### config.mk
export PLATFORM = sky130hd
export DESIGN_NAME = ret_seq
export DESIGN_NICKNAME = d
export VERILOG_FILES = /design/src/rtl/ret_seq.sv
export SDC_FILE = /design/constraint.sdc
export NUM_CORES = 1
export LEC_CHECK = 0
export CORE_MARGIN = 10
export CORE_UTILIZATION = 40
export CTS_BUF_LIST = sky130_fd_sc_hd__clkbuf_4
export DETAILED_ROUTE_END_ITERATION = 7
export GPL_ROUTABILITY_DRIVEN = 1
export PLACE_DENSITY = 0.66
export SLEW_MARGIN = 30
export SYNTH_ARGS = -nofsm -noshare
export SYNTH_HDL_FRONTEND = slang
export SYNTH_SLANG_ARGS = --single-unit
### constraint.sdc
create_clock -name clk -period 4.2 [get_ports clk]
set_clock_uncertainty 0.05 [all_clocks]
set_input_delay 0.84 -clock clk [delete_from_list [all_inputs] [get_ports clk]]
set_output_delay 0.84 -clock clk [all_outputs]
set_load 0.01 [all_outputs]
### src/rtl/ret_seq.sv
module ret_seq #(
  parameter int PC_W  = 21,
  parameter int DEPTH = 31
) (
  input  logic              clk,
  input  logic              rst_n,
  input  logic [15:0]       instr,
  input  logic              instr_valid,
  input  logic              push_en,
  input  logic [PC_W-1:0]   push_addr,
  input  logic              shadow_wr,
  input  logic [7:0]        shadow_w_in,
  input  logic [7:0]        shadow_status_in,
  input  logic [3:0]        shadow_bsr_in,
  input  logic              prio_en,
  input  logic              in_high_isr,
  output logic [1:0]        phase,
  output logic              busy,
  output logic              pop,
  output logic [PC_W-1:0]   tos,
  output logic [$clog2(DEPTH+1)-1:0] depth,
  output logic              underflow,
  output logic [PC_W-1:0]   pc,
  output logic [7:0]        wreg,
  output logic [7:0]        status,
  output logic [3:0]        bank_sel,
  output logic              ie_high,
  output logic              ie_low
);
  localparam int SP_W = $clog2(DEPTH + 1);

  typedef enum logic [1:0] {S_IDLE, S_EXEC, S_FLUSH} st_t;
  st_t st;

  logic [PC_W-1:0] stk [DEPTH];
  logic [SP_W-1:0] sp;
  logic            op_lit, op_s;
  logic [7:0]      op_k;
  logic [7:0]      sh_w, sh_status;
  logic [3:0]      sh_bsr;

  wire hit_rfie = instr[15:1] == 15'b000000000001000;
  wire hit_rlw  = instr[15:8] == 8'h0C;
  wire take     = instr_valid && st == S_IDLE && phase == 2'd0 && (hit_rfie || hit_rlw);
  wire empty    = sp == '0;
  wire full     = sp == SP_W'(DEPTH);
  wire [SP_W-1:0] top_idx = sp - SP_W'(1);
  wire push_ok  = push_en && !pop && !full;
  wire hi_sel   = !prio_en || in_high_isr;

  assign pop   = st == S_EXEC && phase == 2'd3;
  assign busy  = st == S_FLUSH;
  assign tos   = empty ? '0 : stk[top_idx];
  assign depth = sp;

  always_ff @(posedge clk or negedge rst_n)
    if (!rst_n) phase <= 2'd0;
    else        phase <= phase + 2'd1;

  always_ff @(posedge clk or negedge rst_n) begin
    if (!rst_n) begin
      st <= S_IDLE;
      op_lit <= 1'b0;
      op_s <= 1'b0;
      op_k <= '0;
    end else begin
      if (take) begin
        st <= S_EXEC;
        op_lit <= hit_rlw;
        op_s <= instr[0];
        op_k <= instr[7:0];
      end else if (phase == 2'd3) begin
        if (st == S_EXEC)       st <= S_FLUSH;
        else if (st == S_FLUSH) st <= S_IDLE;
      end
    end
  end

  always_ff @(posedge clk)
    if (push_ok) stk[sp[SP_W-1:0]] <= push_addr;

  always_ff @(posedge clk or negedge rst_n) begin
    if (!rst_n) begin
      sp <= '0;
      underflow <= 1'b0;
      pc <= '0;
    end else if (pop) begin
      pc <= tos;
      if (empty) underflow <= 1'b1;
      else       sp <= top_idx;
    end else if (push_ok) begin
      sp <= sp + SP_W'(1);
    end
  end

  always_ff @(posedge clk or negedge rst_n) begin
    if (!rst_n) begin
      sh_w <= '0;
      sh_status <= '0;
      sh_bsr <= '0;
    end else if (shadow_wr) begin
      sh_w <= shadow_w_in;
      sh_status <= shadow_status_in;
      sh_bsr <= shadow_bsr_in;
    end
  end

  always_ff @(posedge clk or negedge rst_n) begin
    if (!rst_n) begin
      wreg <= '0;
      status <= '0;
      bank_sel <= '0;
      ie_high <= 1'b0;
      ie_low <= 1'b0;
    end else if (pop) begin
      if (op_lit) begin
        wreg <= op_k;
      end else begin
        if (op_s) begin
          wreg <= sh_w;
          status <= sh_status;
          bank_sel <= sh_bsr;
        end
        if (hi_sel) ie_high <= 1'b1;
        else        ie_low <= 1'b1;
      end
    end
  end

  assert_flush_after_exec_R2: assert property (@(posedge clk) disable iff (!rst_n)
    pop |=> busy);
  assert_flush_blocks_pop_R9: assert property (@(posedge clk) disable iff (!rst_n)
    busy |-> !pop);
  assert_pop_shrinks_R3: assert property (@(posedge clk) disable iff (!rst_n)
    (pop && !empty) |=> (depth == $past(depth) - SP_W'(1)) && (pc == $past(tos)));
  assert_literal_to_w_R4: assert property (@(posedge clk) disable iff (!rst_n)
    (pop && op_lit) |=> wreg == $past(op_k) && $stable(status) && $stable(ie_high));
  assert_enable_sticks_R6: assert property (@(posedge clk) disable iff (!rst_n)
    (ie_high || ie_low) |=> (ie_high || ie_low));
  assert_underflow_sticky_R7: assert property (@(posedge clk) disable iff (!rst_n)
    underflow |=> underflow);
  assert_empty_pop_zero_R7: assert property (@(posedge clk) disable iff (!rst_n)
    (pop && empty) |=> pc == '0 && underflow);
endmodule

### Yosys cells after proc, flatten, opt, wreduce, memory -nomap -nowiden

Memory sizes are Yosys's and may differ from the RTL's.
Index checks and enable logic that the tools add are counted.

* reduce and logical (&&, ||, !) cells: 25
* order comparisons: 0
* equality and inequality tests: 7
* multiply operators: 0
* shift-type cells: 0
* bitwise logic cells: 2
* add/sub/neg operators: 3
* multiplexer cells: 12
* divide/modulo/power cells: 0

Operators by type and width (number)
* two-way mux 21 bit: 1
* two-way mux 8 bit: 2
* == test 15 x 4 -> 1 bit, second input constant: 1
* two-way mux 5 bit: 3
* AND reduction 3 bit: 3
* == test 8 x 4 -> 1 bit, second input constant: 1
* two-way mux 2 bit: 4
* AND reduction 2 bit: 4
* logical AND 1 bit: 6
* nonzero test 2 bit: 3
* adder 5 x 1 -> 5 bit, second input constant: 1
* == test 5 bit, second input constant: 1
* logical NOT 5 bit: 1
* subtractor 5 x 1 -> 5 bit, second input constant: 1
* == test 2 bit, second input constant: 2
* logical NOT 2 bit: 2
* logical NOT 1 bit: 3
* nonzero test 3 bit: 1
* adder 2 x 1 -> 2 bit, second input constant: 1
* == test 2 x 1 -> 1 bit, second input constant: 1
* logical OR 1 bit: 2
* two-way mux 1 bit: 2
* inequality test 2 bit, second input constant: 1
* inverter 1 bit: 2

* latch bits: 0
* memories kept: 1
* word-level logic and storage cells: 66
* register bits after elaboration: 83
* ROM bits: 0
* memory bits (writable): 651
* output and inout port bits: 74
* input bits: 64

Memory list
* stk: depth 31, bits a word 21, rd ports 1, clocked after Yosys merged registers in 0, write ports 1, line 35 `logic [PC_W-1:0] stk [DEPTH];`

### Logic depth before layout (Yosys ltp)

Gate-level depths: netlist (run 1).

* word-level depth: 7
* gate-level depth with buffers: 13
* depth with buffers taken out: 7

### Worst setup path before layout (run 1)

Ideal clock, no wire load.

* path kind: register to output
* start: reg sp[0] (netlist: depth[0])
* end: out tos[10]
* arrival time: 2.830 ns
* data required time: 3.310 ns
* path slack: 0.480 ns
* buffers on the path: 5
* stages on the path, launching flop included: 13
* cell sequence: dfrtp_1 > buf_6 > buf_6 > buf_6 > buf_6 > inv_1 > ha_1 > xor2_1 > buf_2 > mux4_2 > nor2b_1 > o41ai_2 > nand2_1

* cells in the longest elaborated chain, start to end: 3
* elaborated cells between the ends (all ways): 4
* classes of those cells: 1 x add/sub; 1 x mux; 1 x reduce/logical; 1 x memory

RTL lines
* start: declaration: line 36 `logic [SP_W-1:0] sp;`
* start signal: assignment: line 90 `else sp <= top_idx;`
* start signal: assignment: line 92 `sp <= sp + SP_W'(1);`
* subtractor 5 x 1 -> 5 bit: line 47 `wire [SP_W-1:0] top_idx = sp - SP_W'(1);`
* memory read (31 x 21 bit)
* two-way mux 21 bit *: line 53 `assign tos = empty ? '0 : stk[top_idx];`
* end: declaration: line 20 `output logic [PC_W-1:0] tos,`

Every way passes the cells marked *; elsewhere a longest branch is shown, timed or not.

### Worst setup path in the final report (run 1)

* start: reg sp[0] (netlist: depth[0])
* end: out tos[20]

Same word-level chain as after synthesis.

==> key figures, run 1 <==
Timing
  – Tmin final: 4520 ps
  – Fmax: 0.221 GHz
  – Slew Limit Fails: 0
  – Setup TNS: -4560 ps
  – Relative slew slack: 38.4%
  – RSZ-0062 raised after global routing: true
  – Final hold vios: 0
  – Slack of the critical path: -321 ps
  – Fin crit share: 108%
  – Worst-Margin Slew: 920 ps
  – Final-report setup violation count: 21

Route
  – Antenna-violating nets left: 0
  – Post-DR vias/cell: 5.43
  – Vias: 16000
  – Starting DRT DRC Count: 1500
  – Post-DR wirelength/cell: 25.7 um
  – Detailed Routing Iterations Pass 1: 7
  – Residual DRC count: 0
  – WL final: 75.7 mm

Final layout
  – Commonest non-fill, non-tap cell in the layout: edfxtp_1
  – Synth-to-layout area growth: 26.0%
  – Nets@finish: 1925
  – Post-Layout Cell Count: 2953
  – Layout cells sized above 1: 42.4%
  – Commonest non-fill, non-tap cells in the layout: edfxtp_1, clkbuf_4, mux4_2

Setup path
  – CP endpoint kind: primary output
  – Critical Path Most Common Cell: buf_12
  – R2r setup slk: 520 ps
  – CP max stage cell: dfrtp_4
  – Origin of the worst setup path: depth[0]
  – Reg-to-Reg Start: depth[0]
  – Worst Path Buf+Inv: 5
  – Crit-path max FO: 8
  – Worst Path Required: 3310 ps
  – WS Path Type: reg2out
  – Startpoint types: flop
  – CP arrival: 3630 ps
  – CP delay by family, top: buffers and inverters
  – Crit-path cells: inv_4 -> ha_4 -> xor2_4 -> buf_12 -> buf_16 -> buf_12 -> mux4_2 -> nor2b_4 -> o41ai_4 -> nand2_1 -> buf_6
  – Max incr delay on CP: 500 ps

Synthesis
  – Distinct cells, synth: 49
  – Synth Register Bits: 733
  – Most common flop cell mapped by yosys: edfxtp_1
  – Post-Synthesis Net Count: 1492
  – Synth warn: 0
  – Post-Syn Area per Cell: 20.3 um^2
  – Register area share after synthesis: 75.0%
  – Synth Instances: 1420
  – Async set-reset flop share out of synthesis: 11.2%
  – Number of flops mapped to enable cells by yosys: 651
  – Netlist Area Pre-Place: 28800 um^2

Power and ir drop
  – Peak VDD IR: 0.766 mV
  – Power density cells: 808 nW/um^2
  – Leakage: 12.7 nW

CTS
  – TritonCTS Sinks: 733
  – Clk pin slew, worst setup/hold paths: 70 ps
  – Clock Latency Late Sink: 1050 ps
  – Root buf cell: clkbuf_4
  – CTS tree: done
  – TritonCTS buffer count: 179
  – Bufs on Longest Clock Path: 3
  – Htree depth: 4

Place
  – Detail Placement HPWL: 38.3 mm
  – Placed cells: 2497
  – Port Buffers: 137
  – GPL Wtd Cong: 0.798

Die
  – Die X: 288 um
  – FP Rows: 98
  – Initial core utilization: 40.3%
  – Core area: 71500 um^2
  – Die area: 83200 um^2
  – Die height: 288 um
  – Ports: 138

Global routing
  – GR met1 Demand/Resource: 24.8%
  – Vias in the first global route: 16200
  – M3 GR Usage: 5.07%
  – Largest net degree at the start of global routing: 63
  – First-pass GRT wire length: 108 mm
  – All-Layer GR Usage: 17.8%
  – GR Layer Usage met2: 26.9%
  – Busiest layer in global routing: met2
  – Initial antenna violation count: 2
  – Total gr overflow: 0

Outcome
  – Status: finished with violations
  – Failing checks: setup timing

Job
  – Max Cap Viol: 0

Worst hold path
  – Hold Startpoint: push_addr[3]
  – Worst Hold Class: in2reg
-- layout make-up --
cell class | instances | area (um^2)
Antenna cell | 8 | 20.0
Clock buffer | 260 | 1950
Clock inverter | 63 | 369
Fill cell | 5684 | 35200
Inverter | 7 | 28.8
Multi-Input combinational cell | 606 | 7470
Sequential cell | 733 | 21600
Tap cell | 950 | 1190
Timing Repair Buffer | 326 | 3660
-- Yosys cell counts (4+ instances only) --
master | count | area, um^2
o21ai_0 | 11 | 55.1
o22ai_1 | 12 | 75.1
ha_1 | 8 | 100
mux2_2 | 42 | 473
buf_4 | 15 | 113
nand2_1 | 35 | 131
o22a_1 | 20 | 175
dfrtp_1 | 82 | 2050
a21oi_1 | 9 | 45.0
xnor2_1 | 5 | 43.8
mux4_2 | 148 | 3330
inv_1 | 7 | 26.3
buf_6 | 13 | 146
nor2b_1 | 64 | 400
nand3b_1 | 4 | 30.0
clkbuf_1 | 28 | 105
a211oi_1 | 21 | 158
nor2_1 | 83 | 312
mux2i_1 | 65 | 651
a31oi_1 | 20 | 125
o41ai_2 | 20 | 325
buf_2 | 15 | 75.1
edfxtp_1 | 651 | 19500
-- flip-flops by register name, summed over array words and instances (netlist names), 2 cells and up --
register / count
stk: 651
pc: 21
op_k: 8
sh_status: 8
sh_w: 8
status: 8
wreg: 8
depth: 5
bank_sel: 4
sh_bsr: 4
phase: 2
st: 2
-- path summary, 6_finish.rpt --
kind / end / depth (start not counted)
setup / recovery: tos[20] / 11
hold / removal: stk[11][3] / 1
setup reg to reg: pc[19] / 22
hold reg to reg: ie_high / 1
max in group asynchronous: op_k[3] / 3
min in group asynchronous: sh_status[0] / 2
-- logic make-up after synthesis --
| group | count (synthesis) | synth area share (%) |
|---|---|---|
| muxes | 255 | 15.5 |
| buffers and inverters | 81 | 1.65 |
| and+or+nand+nor | 210 | 3.61 |
| AOI/OAI and AO/OA | 126 | 3.72 |
| xor gates and xnor gates | 7 | 0.213 |
| DFF | 733 | 75.0 |
| adders and majority gates | 8 | 0.347 |
-- layer usage --
layer	part of all wire (%)	vias up
met1	43	8369
met5	0	-
met4	1.5	0
li1	-	6803
met2	46	763
met3	9.9	101
-- power by group --
part,internal [mW],switching [mW]
Combinational,7.73,7.13
Sequential,8.39,0.162
Clock,3.10,2.83
-- per-stage QoR --
step	utilization (%)	setup WS, ps	hold WS (ps)	power (mW)	area (um^2)
finish	50.8	-321	236	29.3	36300
global route	50.8	-449	217	30.6	36300
CTS	49.8	-365	200	28.0	35600
detailed placement	44.3	26.3	395	18.4	31700
global placement	44.4	103	393	18.3	31700
floorplan	-	480	427	14.6	28800
-- what timing repair did --
item                                   CTS  global route
resized for setup                      216            86
setup endpoints to repair               21            21
buffers inserted                        70            39
cloned                                  16             7
hold buffers                             1             0
pin swaps                               36            23
endpoints found under the hold margin   61             0
Power figures use the tool's default switching activity.
==> inputs of run 2 (changes only) <==
--- a/config.mk
+++ b/config.mk
@@ -11,7 +11,9 @@
 export DETAILED_ROUTE_END_ITERATION = 7
 export GPL_ROUTABILITY_DRIVEN = 1
 export PLACE_DENSITY = 0.66
+export SETUP_SLACK_MARGIN = 0.5
 export SLEW_MARGIN = 30
 export SYNTH_ARGS = -nofsm -noshare
 export SYNTH_HDL_FRONTEND = slang
 export SYNTH_SLANG_ARGS = --single-unit
+export TNS_END_PERCENT = 1
==> run 2 against run 1 <==
Effect of this change:
- the flow still finishes with violations (setup timing)
- non-clock buffer count decreased by 44
- core utilization down 0.85 points
- via count decreased by 1.6%
- cell area decreased by 1.7%
- clock-buffer cell count did not move
- cell count fell by 1.5%
- critical path depth rose by 3
- largest cell class unchanged
- largest power group unchanged
==> key figures, run 2 (synthesis gave the netlist of run 1 again) <==
Final layout
  – Core Util, Final: 49.9% (-0.85 points)
  – Largest register FFs: 651 (unchanged)
  – Commonest non-fill, non-tap cell in the layout: edfxtp_1
  – Fill cells: 5754 (+1.2%)
  – Synth-to-layout area growth: 23.9%
  – Nets@finish: 1880 (-2.3%)
  – Layout cells sized above 1: 40.2% (-2.2 points)
  – Commonest non-fill, non-tap cells in the layout: edfxtp_1, clkbuf_4, mux4_2

Die
  – Die X: 288 um (unchanged)
  – Die height: 288 um (unchanged)
  – Ports: 138 (unchanged)
  – FP Rows: 98 (unchanged)
  – Die area: 83200 um^2 (unchanged)
  – Core area: 71500 um^2 (unchanged)
  – Initial core utilization: 40.3% (unchanged)

Timing
  – Final hold vios: 0 (unchanged)
  – Relative slew slack: 39.4% (+0.93 points)
  – Fin crit share: 108% (+0.29 points)
  – RSZ-0062 raised after global routing: true
  – Final-report setup violation count: 21 (unchanged)
  – Worst-Margin Slew: 906 ps (-14.0 ps)
  – Setup TNS: -5570 ps (-1000 ps)
  – Slack of the critical path: -333 ps (-12.2 ps)
  – Tmin final: 4530 ps (+12.2 ps)
  – Slew Limit Fails: 0 (unchanged)
  – Fmax: 0.221 GHz (-0.27%)

CTS
  – Root buf cell: clkbuf_4
  – Clock Latency Late Sink: 1050 ps (about the same)
  – CTS tree: done
  – Bufs on Longest Clock Path: 3 (unchanged)
  – TritonCTS buffer count: 178 (-0.56%)
  – TritonCTS Sinks: 733 (unchanged)
  – Clk pin slew, worst setup/hold paths: 70 ps (about the same)
  – Htree depth: 4 (unchanged)

Global routing
  – Total gr overflow: 0 (unchanged)
  – All-Layer GR Usage: 17.7% (-0.13 points)
  – Initial antenna violation count: 2 (unchanged)
  – Largest net degree at the start of global routing: 63 (unchanged)
  – Vias in the first global route: 16100 (-1.0%)
  – First-pass GRT wire length: 107 mm (-0.71%)

Setup path
  – Worst Path Buf+Inv: 8 (+3)
  – Crit-path max FO: 5 (-3)
  – CP endpoint kind: primary output
  – CP arrival: 3640 ps (about the same)
  – WS Path Type: reg2out
  – CP delay by family, top: buffers and inverters
  – R2r setup slk: 710 ps (+190 ps)
  – Startpoint types: flop
  – Crit-path cells: inv_4 -> ha_4 -> xor2_4 -> buf_12 -> buf_12 -> buf_16 -> buf_8 -> buf_6 -> mux4_2 -> nor2b_4 -> o41ai_2 -> buf_4 -> nand2_2 -> buf_6
  – CP max stage cell: dfrtp_4
  – Max incr delay on CP: 510 ps (about the same)
  – Register-to-Register Path Depth: 9 (-59%)
  – Worst Path Required: 3310 ps (about the same)
  – Worst path depth: 14 (+3)

Route
  – Detailed Routing Iterations Pass 1: 5 (-2)
  – WL final: 73.3 mm (-3.2%)
  – Post-DR wirelength/cell: 25.2 um (-1.7%)
  – Post-DR vias/cell: 5.43 (about the same)
  – Residual DRC count: 0 (unchanged)
  – Starting DRT DRC Count: 1583 (+5.5%)
  – Antenna-violating nets left: 0 (unchanged)
  – Vias: 15800 (-1.6%)

Outcome
  – Status: finished with violations
  – Failing checks: setup timing

Power and ir drop
  – Power density cells: 779 nW/um^2 (-3.7%)
  – Peak VDD IR: 0.625 mV (-18%)
  – Leakage: 12.3 nW (-2.9%)

Place
  – Detail Placement HPWL: 38.7 mm (+0.90%)
  – Port Buffers: 137 (unchanged)
  – GPL Wtd Cong: 0.784 (-1.7%)

Job
  – Max Cap Viol: 0 (unchanged)

Worst hold path
  – Worst Hold Class: in2async
## run 2: what timing repair did
item,in CTS,in global routing
setup endpoints to repair,32,403
hold buffers,1,0
pin swaps,26,10
gates cloned,18,0
gates resized for setup,213,26
buffers inserted,48,5
endpoints found under the hold margin,61,0
## run 2: area by class of cell
cell class                 instances  area (um^2)  area share [%]
sequential                       733        21600            60.5
antenna                            9         22.5          0.0631
multi-input combinational        606         7290            20.4
tap                              950         1190            3.33
inverter                           7         28.8          0.0806
clock buffer                     260         1950            5.47
timing repair buffer             282         3230            9.06
clock inverter                    61          363            1.02
## run 2: through the flow
| step | instance area, um^2 | total power [mW] | setup WS (ps) | hold slack, ps | cells |
|---|---|---|---|---|---|
| final | 35700 | 27.8 | -333 | 221 | 2908 |
| after global routing | 35700 | 29.0 | -466 | 143 | 2906 |
| after CTS | 35600 | 27.7 | -347 | 195 | 2893 |
| after detailed placement | 31800 | 18.5 | -4.07 | 402 | 2505 |
| after global placement | 31800 | 18.5 | 6.79 | 392 | 2505 |
| after floorplan | 28800 | 14.6 | 512 | 427 | 1420 |
## run 2: routing by layer
layer | global-route usage, % | vias up | share of wire, %
met2 | 26.7 | 767 | 46
li1 | - | 6710 | -
met4 | 5.40 | 0 | 1.3
met1 | 24.6 | 8228 | 42
met5 | 0 | - | 0
met3 | 5.08 | 82 | 10
## run 2: worst paths after layout
path | end | startpoint
worst min register to register | ie_high | ie_high
min in group clk | stk[12][16] | push_addr[16]
worst max register to register | stk[25][10] | depth[0]
worst min-delay path | depth[4] | rst_n
worst max-delay path | tos[12] | depth[0]
max in group asynchronous | sh_bsr[1] | rst_n
## run 2: power breakdown
part,total (mW),internal [mW],leakage (nW),switching (mW)
registers,8.56,8.39,6.93,0.167
clock network,5.92,3.04,1.36,2.88
logic,13.3,6.73,4.04,6.58
